`config.mk`:
```
export PLATFORM = sky130hd
export DESIGN_NAME = dual_reload_timer
export DESIGN_NICKNAME = d
export VERILOG_FILES = /design/src/rtl/drt_pkg.sv /design/src/rtl/drt_prescaler.sv /design/src/rtl/drt_edge_sync.sv /design/src/rtl/drt_counter.sv /design/src/rtl/dual_reload_timer.sv
export SDC_FILE = /design/constraint.sdc
export NUM_CORES = 1
export LEC_CHECK = 0
export BUFFER_PORTS_ARGS = -buffer_cell sky130_fd_sc_hd__buf_2
export CAP_MARGIN = 20
export CORE_UTILIZATION = 55
export CTS_BUF_LIST = sky130_fd_sc_hd__clkbuf_16
export DETAILED_ROUTE_END_ITERATION = 8
export PLACE_DENSITY = 0.85
export RECOVER_POWER = 25
export SLEW_MARGIN = 15
export SYNTH_ARGS = -nofsm -noshare
export SYNTH_HDL_FRONTEND = slang
export SYNTH_HIERARCHICAL = 1
export SYNTH_SLANG_ARGS = --single-unit
```
`constraint.sdc`:
```
create_clock -name clk -period 7.01 [get_ports clk]
set_input_delay 0.701 -clock clk [delete_from_list [all_inputs] [get_ports clk]]
set_output_delay 0.701 -clock clk [all_outputs]
set_load 0.01 [all_outputs]
```
`src/rtl/drt_pkg.sv`:
```
package drt_pkg;
  typedef enum logic [1:0] {
    SRC_STOP      = 2'd0,
    SRC_PRESCALED = 2'd1,
    SRC_EVENT     = 2'd2,
    SRC_GATED     = 2'd3
  } src_e;
endpackage

```
`src/rtl/drt_prescaler.sv`:
```
module drt_prescaler #(
  parameter int DIV_W = 8
) (
  input  logic             clk,
  input  logic             rst,
  input  logic [DIV_W-1:0] div,
  output logic             tick
);
  logic [DIV_W-1:0] pcnt;

  // Greater-or-equal keeps the divider safe when div shrinks mid-count
  assign tick = (pcnt >= div);

  always_ff @(posedge clk) begin
    if (rst)       pcnt <= '0;
    else if (tick) pcnt <= '0;
    else           pcnt <= pcnt + 1'b1;
  end

  AST_TICK_GAP: assert property (@(posedge clk) disable iff (rst)
    (tick && div != '0) |=> (!tick || div == '0));
endmodule

```
`src/rtl/drt_edge_sync.sv`:
```
module drt_edge_sync #(
  parameter int STAGES = 2
) (
  input  logic clk,
  input  logic rst,
  input  logic din,
  output logic level,
  output logic rise
);
  logic [STAGES-1:0] sr;
  logic              level_d;

  generate
    if (STAGES == 1) begin : g_one
      always_ff @(posedge clk) begin
        if (rst) sr <= '0;
        else     sr <= din;
      end
    end else begin : g_many
      always_ff @(posedge clk) begin
        if (rst) sr <= '0;
        else     sr <= {sr[STAGES-2:0], din};
      end
    end
  endgenerate

  assign level = sr[STAGES-1];

  always_ff @(posedge clk) begin
    if (rst) level_d <= 1'b0;
    else     level_d <= level;
  end

  assign rise = level & ~level_d;

  AST_RISE_SINGLE: assert property (@(posedge clk) disable iff (rst)
    rise |=> !rise);
endmodule

```
`src/rtl/drt_counter.sv`:
```
module drt_counter
  import drt_pkg::*;
#(
  parameter int W = 16
) (
  input  logic         clk,
  input  logic         rst,
  input  src_e         src,
  input  logic         pre_tick,
  input  logic         b_rise,
  input  logic         b_level,
  input  logic [W-1:0] reload,
  output logic [W-1:0] cnt,
  output logic         uf
);
  logic tick;

  always_comb begin
    unique case (src)
      SRC_PRESCALED: tick = pre_tick;
      SRC_EVENT:     tick = b_rise;
      SRC_GATED:     tick = pre_tick & b_level;
      default:       tick = 1'b0;
    endcase
  end

  assign uf = tick && (cnt == '0);

  always_ff @(posedge clk) begin
    if (rst)       cnt <= '0;
    else if (uf)   cnt <= reload;
    else if (tick) cnt <= cnt - 1'b1;
  end

  AST_HOLD_IDLE: assert property (@(posedge clk) disable iff (rst)
    (src == SRC_STOP) |=> $stable(cnt));
  AST_DEC_STEP: assert property (@(posedge clk) disable iff (rst)
    (tick && cnt != '0) |=> (cnt == $past(cnt) - 1'b1));
  AST_RELOAD_ZERO: assert property (@(posedge clk) disable iff (rst)
    (tick && cnt == '0) |=> (cnt == $past(reload)));
endmodule

```
`src/rtl/dual_reload_timer.sv`:
```
module dual_reload_timer
  import drt_pkg::*;
#(
  parameter int CNT_W  = 16,
  parameter int DIV_W  = 8,
  parameter int SYNC_N = 2
) (
  input  logic             clk,
  input  logic             rst,
  input  logic [DIV_W-1:0] presc_div,
  input  logic [1:0]       src_sel1,
  input  logic [1:0]       src_sel2,
  input  logic [CNT_W-1:0] reload_a,
  input  logic [CNT_W-1:0] reload_b,
  input  logic             toggle_en,
  input  logic             irq_en1,
  input  logic             irq_en2,
  input  logic             pend_clr1,
  input  logic             pend_clr2,
  input  logic             evt_b,
  output logic             out_a,
  output logic [CNT_W-1:0] count1,
  output logic [CNT_W-1:0] count2,
  output logic             pend1,
  output logic             pend2,
  output logic             irq
);
  localparam int NCNT = 2;

  logic                       pre_tick;
  logic                       b_level;
  logic                       b_rise;
  src_e                       src_arr [NCNT];
  logic [NCNT-1:0][CNT_W-1:0] rel_arr;
  logic [NCNT-1:0][CNT_W-1:0] cnt_arr;
  logic [NCNT-1:0]            uf;
  logic [NCNT-1:0]            ien;
  logic [NCNT-1:0]            clr;
  logic [NCNT-1:0]            pend;
  logic [NCNT-1:0]            pend_nxt;

  assign src_arr[0] = src_e'(src_sel1);
  assign src_arr[1] = src_e'(src_sel2);
  assign rel_arr    = {reload_b, reload_a};
  assign ien        = {irq_en2, irq_en1};
  assign clr        = {pend_clr2, pend_clr1};

  drt_prescaler #(.DIV_W(DIV_W)) u_pre (
    .clk(clk), .rst(rst), .div(presc_div), .tick(pre_tick)
  );

  drt_edge_sync #(.STAGES(SYNC_N)) u_bsync (
    .clk(clk), .rst(rst), .din(evt_b), .level(b_level), .rise(b_rise)
  );

  generate
    for (genvar i = 0; i < NCNT; i++) begin : g_cnt
      drt_counter #(.W(CNT_W)) u_cnt (
        .clk(clk), .rst(rst), .src(src_arr[i]), .pre_tick(pre_tick),
        .b_rise(b_rise), .b_level(b_level), .reload(rel_arr[i]),
        .cnt(cnt_arr[i]), .uf(uf[i])
      );
    end
  endgenerate

  // Set has priority over clear
  assign pend_nxt = uf | (pend & ~clr);

  always_ff @(posedge clk) begin
    if (rst) begin
      pend  <= '0;
      irq   <= 1'b0;
      out_a <= 1'b0;
    end else begin
      pend <= pend_nxt;
      irq  <= |(pend_nxt & ien);
      if (uf[0] && toggle_en) out_a <= ~out_a;
    end
  end

  assign count1 = cnt_arr[0];
  assign count2 = cnt_arr[1];
  assign pend1  = pend[0];
  assign pend2  = pend[1];

  AST_TOGGLE_ON_UF: assert property (@(posedge clk) disable iff (rst)
    (uf[0] && toggle_en) |=> (out_a != $past(out_a)));
  AST_OUT_HOLD: assert property (@(posedge clk) disable iff (rst)
    !(uf[0] && toggle_en) |=> $stable(out_a));
  AST_PEND_SET: assert property (@(posedge clk) disable iff (rst)
    (uf != '0) |=> ((pend & $past(uf)) == $past(uf)));
endmodule

```
Word level (Yosys, flattened, before mapping)
Cells that the tools add are included.
{ "word_totals": {"ff_bits": 47, "in_bits": 52, "output_inout_bits": 36, "word_cells": 41} }
{ "op_classes": {"add_sub_neg": 3, "n_lt_le_gt_ge": 1, "eq_ne": 6, "n_mux": 6, "n_bitwise": 8, "n_reduce_logical": 9} }
{ "op_table": {"columns": ["op", "n"], "rows": [
  ["$mux 16", 4],
  ["$logic_not 16->1", 2],
  ["$sub 16x1->16 const B", 2],
  ["$add 8x1->8 const B", 1],
  ["$eq 2x2->1 const B", 4],
  ["$ge 8x8->1", 1],
  ["$pmux 1 s3", 2],
  ["$and 2x2->2", 2],
  ["$eq 2x1->1 const B", 2],
  ["$reduce_bool 2->1", 2],
  ["$reduce_or 2->1", 2],
  ["$logic_and 1x1->1", 3],
  ["$and 1x1->1", 2],
  ["$not 1->1", 2],
  ["$not 2->2", 1],
  ["$or 2x2->2", 1]
]} }

Logic depth before layout (Yosys ltp)
Gate-level depths: netlist (run 1).
{ "logic_depth": {"ltp_word": 7, "mapped_depth": 12, "mapped_depth_nobuf": 11} }

By module
Netlist (run 1), hierarchy kept.
{ "by_module_without_submodules": {"columns": ["module", "n_inst", "cells_per_inst", "area_per_inst_um2", "seq_area_each_um2"], "rows": [
  ["drt_counter", 2, 131, 998.5, 320.3],
  ["drt_prescaler", 1, 59, 529.3, 160.2],
  ["dual_reload_timer", 1, 14, 157.7, 80.1],
  ["drt_edge_sync", 1, 7, 87.6, 60.1]
]} }

Worst setup path before layout (run 1)
OpenSTA, ideal clock, no wires.
{ "synth_path": {"kind": "input-to-reg", "from": "input port presc_div[2]", "to": "register g_cnt[0].u_cnt.cnt[11]", "setup_ps": 74, "arrival_time_ps": 2789, "required_time_ps": 6936, "path_slack_ps": 4147, "path_stages": 11, "path_buffers": 1, "cell_sequence": "inv_1 -> ha_1 -> or3_1 -> a21oi_1 -> o31ai_1 -> nand2_1 -> o22ai_1 -> and2_1 -> buf_2 -> or4_1 -> a31oi_1"} }
{ "synth_between": {"elab_chain_len": 5, "elab_cells_between_ends": 6, "cone_classes": "order compare (1); mux (2); bitwise (1); reduce/logical (2)"} }
{ "synth_rtl": {"columns": ["element", "line_no", "rtl"], "rows": [
  ["start, declared", "dual_reload_timer.sv:10", "input logic [DIV_W-1:0] presc_div,"],
  ["$ge 8x8->1 *", "drt_prescaler.sv:12", "assign tick = (pcnt >= div);"],
  ["via pre_tick", "dual_reload_timer.sv:30", "logic pre_tick;"],
  ["$and 1x1->1", "drt_counter.sv:22", "SRC_GATED: tick = pre_tick & b_level;"],
  ["$pmux 1 s3 *", "drt_counter.sv:19", "unique case (src)"],
  ["$logic_and 1x1->1 *", "drt_counter.sv:27", "assign uf = tick && (cnt == '0);"],
  ["via uf[0]", "dual_reload_timer.sv:36", "logic [NCNT-1:0] uf;"],
  ["$mux 16 / $reduce_bool 2->1 (equally long branches)", null, null],
  ["end signal, assigned", "drt_counter.sv:31", "else if (uf) cnt <= reload;"],
  ["end signal, assigned", "drt_counter.sv:32", "else if (tick) cnt <= cnt - 1'b1;"],
  ["end, declared", "drt_counter.sv:13", "output logic [W-1:0] cnt,"]
]} }
The timed path passes the listed nets; every way through them passes the cells marked *.
A chain may end at the register's enable or synchronous reset.

Worst setup path after layout (run 1)
{ "layout_path": {"from": "input port presc_div[3]", "to": "register g_cnt[0].u_cnt.cnt[10]"} }
The elaborated chain is that of the path after synthesis.

==> results of run 1 <==
## state kept, by name, summed over array words and instances, names as in the netlist
name	count
irq	1
pend	2
g_cnt.u_cnt/cnt	32
u_bsync/level_d	1
u_pre/pcnt	8
u_bsync/sr	2
out_a	1
## synthesized netlist by cell type, drive strengths merged, types with 6 or more instances
| cell | instances | share of area (%) |
|---|---|---|
| nand3 | 29 | 5.2 |
| nand2 | 33 | 4.5 |
| inv | 22 | 3.0 |
| o21ai | 16 | 2.9 |
| nor4 | 12 | 2.7 |
| nor2b | 8 | 1.9 |
| nor3 | 17 | 3.8 |
| a21oi | 25 | 5.2 |
| o22ai | 6 | 1.4 |
| o311ai | 11 | 4.1 |
| a31oi | 6 | 1.4 |
| nor2 | 22 | 3.0 |
| dfxtp | 47 | 34 |
| ha | 13 | 5.9 |
| clkbuf | 6 | 0.81 |
| or3 | 7 | 2.0 |
## worst paths after layout
path | to | cells after the start | startpoint
min reg2reg | u_bsync/sr[1]$_SDFF_PP0_ | 1 | u_bsync/sr[0]$_SDFF_PP0_
max reg2reg | g_cnt[0].u_cnt/cnt[10]$_SDFFE_PP0P_ | 10 | u_pre/pcnt[0]$_SDFF_PP0_
max | g_cnt[0].u_cnt/cnt[10]$_SDFFE_PP0P_ | 11 | presc_div[3]
min | u_bsync/sr[1]$_SDFF_PP0_ | 1 | u_bsync/sr[0]$_SDFF_PP0_
## through the flow
stage	cell area, µm²	hold slack (ns)	total power (W)	std cells
6_report	3390	0.450	0.000706	494
5_1_grt	3390	0.466	0.000741	494
4_1_cts	3410	0.450	0.000709	494
3_5_place_dp	3250	0.435	0.000445	486
3_3_place_gp	3250	0.432	0.000443	486
2_1_floorplan	2770	0.414	0.000398	342
## power breakdown
part,total [W],switching (W),internal (W)
logic,0.000155,0.0000924,0.0000626
registers,0.000288,0.0000118,0.000276
clock network,0.000263,0.0000965,0.000166
total,0.000706,0.000201,0.000505
## placed cells by master, fill, tap and decap left out, drive strengths merged, types with 2 or more instances in the layout
cell type | Yosys | final
a2111oi | 2 | 2
a211oi | 4 | 4
a21oi | 25 | 25
a31oi | 6 | 6
and2 | 4 | 4
and3 | 5 | 5
and4 | 4 | 4
buf | 4 | 69
clkbuf | 6 | 23
clkinv | 0 | 2
dfxtp | 47 | 47
ha | 13 | 13
inv | 22 | 22
mux2i | 2 | 2
nand2 | 33 | 33
nand2b | 3 | 3
nand3 | 29 | 29
nand4b | 2 | 2
nand4bb | 2 | 2
nor2 | 22 | 22
nor2b | 8 | 8
nor3 | 17 | 17
nor3b | 2 | 2
nor4 | 12 | 12
nor4b | 2 | 2
o211ai | 2 | 2
o21ai | 16 | 16
o22a | 2 | 2
o22ai | 6 | 6
o311ai | 11 | 11
o32ai | 2 | 2
or2 | 2 | 2
or3 | 7 | 7
or4 | 5 | 5
or4b | 2 | 2
xnor2 | 4 | 4
xor2 | 3 | 3
## area by class of cell
type | instances | area (µm²) | area share [%]
inverter | 22 | 82.6 | 2.44
sequential | 47 | 941 | 27.8
timing repair buffer | 87 | 413 | 12.2
clock buffer | 5 | 125 | 3.69
tap | 67 | 83.8 | 2.47
clock inverter | 3 | 38.8 | 1.14
multi-input combinational | 263 | 1710 | 50.3
## layer usage
metal | wire length (µm) | up-vias | GRT usage [%]
li1 | - | 1449 | -
met1 | 3260 | 1360 | 38.1
met2 | 3500 | 159 | 45.2
met3 | 519 | 20 | 5.39
met4 | 182 | 0 | 13.3
met5 | 0 | - | 0
## cell families (layout without fill, tap and decap cells)
family | count (synthesis) | count (layout)
and+or+nand+nor | 161 | 161
AOI/OAI and AO/OA | 80 | 80
DFF | 47 | 47
buffers and inverters | 32 | 117
adders and majority gates | 13 | 13
xor gates and xnor gates | 7 | 7
muxes | 2 | 2
==> metrics, run 1 <==
clock buffer count from CTS=5; initial core utilization=between 50% and 60%; Required @ worst endpoint=7.11 ns; post-route ant nets=0; vias in the first global route=2672; drt wl/cell=15.1 µm; Critical-path top delay cell=o22ai_1; Post-Synth Adder-Cell Area=5.87%; Hold WC Path Type=reg -> reg; PwrDens=roughly 210 nW/µm²; simple-gate share of the synthesized area=between 30% and 40%; Worst EP arrival=approximately 3.3 ns; worst vdd ir=about 0.00014 V; Vias/cell=6.05; Synth Area in Compound Gates=between 10% and 20%; fin nets=about 500; number of flops mapped to enable cells by yosys=0; largest net degree at the start of global routing=30; Post-CTS Setup Bufs=0; setup TNS=0 ns; CP Class=in -> reg; Area Growth Syn to Fin=22.3%; Mean Syn Cell Area=slightly above 8 µm²; startpoint types=input port; crit path max fanout=13; Worst Tran Pin Value=about 1.4 ns; HPWL Detailed=5560 µm; pre-CTS WS=approximately 3.6 ns; Final Wtd Congestion=0.973; height of the die=73.0 µm; die area=between 5000 and 6000 µm²; H-tree depth=2; Clock Latency Late Sink=between 0.2 and 0.3 ns; Residual DRC=0; mux contribution to synthesized area=0.722%; final worst slack=roughly 3.8 ns; Core Area=4790 µm²; # setup viols final=0; Final Hold Viols=0; Layout fillers=405; clk buf depth=2; XOR/XNOR Fraction of Synth Area=about 2.2%; fraction of registers with async set/reset=0%; Final Skew=around 0.0027 ns; Most common cell on crit path=a21oi_1; FP Rows=25; Main synth FF type=dfxtp_1; R2R Setup Slk=between 3 and 4 ns; Crit. End Element=register; Final Util=70.8%; initial antenna violation count=0; Final Slew Violations=0; first-pass GRT wire length=~12000 µm; clk root buf=clkbuf_16; Synth warnings=6; Post-Route WL=around 7500 µm; status=finished, final reports clean; post-synthesis sequential area ratio=34.0%; Die Span X=approximately 73 µm; count of different cell masters after synthesis=50; Num Clock Sinks=47; Buf/Inv on CP=2; Syn Nets=407; IO Count=88; Tcrit/Tclk final=46.0%; largest family of logic cells by synthesized area=simple AND/OR/NAND/NOR gates; MaxCap Viol Count=0; fmax=~0.31 GHz; diodes inserted=0; cell count after synthesis=342; port buffer count=slightly below 90; leakage power=roughly 1.5 nW; post_cts resized=0; layout cells sized above 1=between 20 and 25%; Final min period=3.22 ns; Total Routing Usage GR=between 20% and 30%; flops & latches, synth=47; Syn Std Cell Area=around 2800 µm²; drt first pass iters=4; Reg clk slew, reported paths=~0.060 ns; RSZ-0062 raised after global routing=no; cts hold-fix bufs=0; Crit path max-delay family=compound AO/OA/AOI/OAI gates; vias post-DR=about 3000; Max-Slew Margin vs Limit=under 10%; worst path cell trace=buf_2 -> inv_1 -> ha_1 -> o21a_1 -> a21oi_1 -> o31ai_1 -> nand2_1 -> o22ai_1 -> and2_1 -> mux2i_1 -> a21oi_1; slowest stage delay, CP=about 0.73 ns; CTS tree=yes; gr ovfl total=0; Iter 0 DRT Violations=230
Note: power is estimated with default switching activity, not from simulation.
==> run 2: changes to the inputs <==
--- a/config.mk
+++ b/config.mk
@@ -7,10 +7,10 @@
 export LEC_CHECK = 0
 export BUFFER_PORTS_ARGS = -buffer_cell sky130_fd_sc_hd__buf_2
 export CAP_MARGIN = 20
-export CORE_UTILIZATION = 55
+export CORE_UTILIZATION = 46
 export CTS_BUF_LIST = sky130_fd_sc_hd__clkbuf_16
 export DETAILED_ROUTE_END_ITERATION = 8
-export PLACE_DENSITY = 0.85
+export PLACE_DENSITY = 0.76
 export RECOVER_POWER = 25
 export SLEW_MARGIN = 15
 export SYNTH_ARGS = -nofsm -noshare
==> constraint.sdc (replaced) <==
create_clock -name clk -period 2.9 [get_ports clk]
set_input_delay 0.29 -clock clk [delete_from_list [all_inputs] [get_ports clk]]
set_output_delay 0.29 -clock clk [all_outputs]
set_load 0.01 [all_outputs]
==> metrics, run 2 (synthesis gave the netlist of run 1 again) <==
worst path cell trace=ha_1 -> or3_1 -> a21oi_1 -> o31ai_1 -> nand2_1 -> o22ai_1 -> and2_1 -> or4_1 -> a31oi_1; Critical-path top delay cell=or4_1; Critical R2R Capture=g_cnt[1].u_cnt/cnt[11]$_SDFFE_PP0P_; slowest stage delay, CP=slightly below 0.5 ns; startpoint types=register; Crit path max-delay family=simple AND/OR/NAND/NOR gates; Iter 0 DRT Violations=between 200 and 250; Final Hold Viols=0; Hold Path Stages=3; IO Count=around 90; Final Slew Violations=0; RSZ-0062 raised after global routing=no; Residual DRC=0; first-pass GRT wire length=12400 µm; post-route ant nets=0; HPWL Detailed=5730 µm; Sequential cell area=between 900 and 1000 µm²; CP Class=reg -> reg; Reg clk slew, reported paths=roughly 0.060 ns; Hold WC Path Type=in -> reg; fin nets=around 500; Total Routing Usage GR=between 20% and 30%; Final Instance Count excl. Fillers=~500; Post-CTS Setup Bufs=0; r2r startpoint=u_pre/pcnt[2]$_SDFF_PP0_; Worst EP arrival=2.90 ns; status=finished, final reports clean; R2R Setup Slk=0.20 ns; # setup viols final=0; Final min period=about 2.7 ns; fmax=between 0.3 and 0.4 GHz; Area Growth Syn to Fin=24.5%; vias in the first global route=around 2600; Core Area=5640 µm²; largest register by flop count=g_cnt.u_cnt/cnt; MaxCap Viol Count=0; Final Util=61.1%; Clock Latency Late Sink=~0.29 ns; drt first pass iters=5; Required @ worst endpoint=3.10 ns; Vias/cell=around 5.9; placed cell count=~500; leading cell types in the layout, fill and taps excluded=buf_2, dfxtp_1, nand2_1, nand3_1; min-delay src=reload_b[9]; largest net degree at the start of global routing=30; multi-input gate area in the final layout=between 1500 and 2000 µm²; Final Skew=0.00537 ns; Tcrit/Tclk final=a little over 90%; gr ovfl total=0; port buffer count=87; layout cells sized above 1=between 20% and 30%; most common cell after layout, fill and taps aside=buf_2; Max-Slew Margin vs Limit=a little under 6%; Crit. End Element=register; Largest register FFs=32; setup TNS=0 ns; clk buf depth=2; die area=6340 µm²; Final Wtd Congestion=just over 0.9; worst min-delay path endpoint=g_cnt[1].u_cnt/cnt[9]$_SDFFE_PP0P_; FP Rows=27; initial core utilization=between 40% and 50%; CTS tree=yes; leakage power=about 1.5 nW; H-tree depth=2; worst vdd ir=about 0.00027 V; PwrDens=between 500 and 600 nW/µm²; worst reg-to-reg path cell count=9; Post-Route WL=roughly 7600 µm; initial antenna violation count=1; crit path max fanout=8; clk root buf=clkbuf_16; diodes inserted=0; drt wl/cell=between 15 and 20 µm; Top Registers=g_cnt.u_cnt/cnt (32), u_pre/pcnt (8); Worst Tran Pin Value=between 1 and 1.5 ns; Buf/Inv on CP=0; clock buffer count from CTS=5; Pwr Total=between 0.0015 and 0.002 W; Num Clock Sinks=47; height of the die=about 80 µm; Layout fillers=between 500 and 600; Die Span X=~80 µm; vias post-DR=~3000
[run 2: changes by cell type in the layout (fill, tap and decap cells not counted), sizes merged]
cell and change:
buf +6, clkinv -2, clkinvlp +1
[run 2: metrics by stage]
step	hold slack, ns	instance area [µm²]	worst slack (ns)
after CTS	0.206	3460	0.238
final	0.204	3450	0.203
after global routing	0.210	3450	0.0626
after global placement	0.427	3300	0.267
after floorplan	0.358	2770	0.446
after detailed placement	0.427	3300	0.200
[run 2: layout make-up]
cell class / instances / share of cell area [%]
clock buffer: 5 / 3.63
tap: 72 / 2.61
inverter: 22 / 2.39
multi-input combinational: 263 / 49.7
timing repair buffer: 93 / 13.3
clock inverter: 2 / 1.09
sequential: 47 / 27.3
[run 2: what timing repair did]
action / in CTS / in global routing
gates resized for setup: 0 / 2
endpoints found under the setup margin: 0 / 2
hold buffers: 0 / 0
[run 2: worst min-delay path, cell delays in order]
cell     delay [ns]
buf_2          0.07
nand3_1        0.05
nand2_1        0.05
[run 2: worst max path at each step]
| stage | start | endpoint | depth (start not counted) |
|---|---|---|---|
| CTS | u_pre/pcnt[0]$_SDFF_PP0_ | g_cnt[0].u_cnt/cnt[12]$_SDFFE_PP0P_ | 10 |
| detailed placement | presc_div[2] | g_cnt[1].u_cnt/cnt[11]$_SDFFE_PP0P_ | 11 |
| global route | u_pre/pcnt[0]$_SDFF_PP0_ | g_cnt[1].u_cnt/cnt[8]$_SDFFE_PP0P_ | 11 |
| finish | u_pre/pcnt[2]$_SDFF_PP0_ | g_cnt[1].u_cnt/cnt[11]$_SDFFE_PP0P_ | 9 |
| floorplan | u_pre/pcnt[2]$_SDFF_PP0_ | g_cnt[0].u_cnt/cnt[11]$_SDFFE_PP0P_ | 10 |
| global placement | presc_div[3] | g_cnt[0].u_cnt/cnt[12]$_SDFFE_PP0P_ | 11 |
[run 2: per-layer routing]
layer | part of all wire (%) | routed length [µm] | GRT usage [%] | vias up
met5 | 0.13 | 10 | 0 | -
met4 | 1.2 | 92 | 8.36 | 2
met3 | 8.9 | 678 | 6.29 | 14
met2 | 46 | 3500 | 37.7 | 137
met1 | 44 | 3370 | 34.5 | 1376
li1 | - | - | - | 1462
[run 2: where the power goes]
| group | internal (W) | switching (W) | leakage [nW] |
|---|---|---|---|
| clock network | 0.000402 | 0.000245 | 0.0759 |
| registers | 0.000668 | 0.0000275 | 0.381 |
| logic | 0.000156 | 0.000227 | 1.04 |
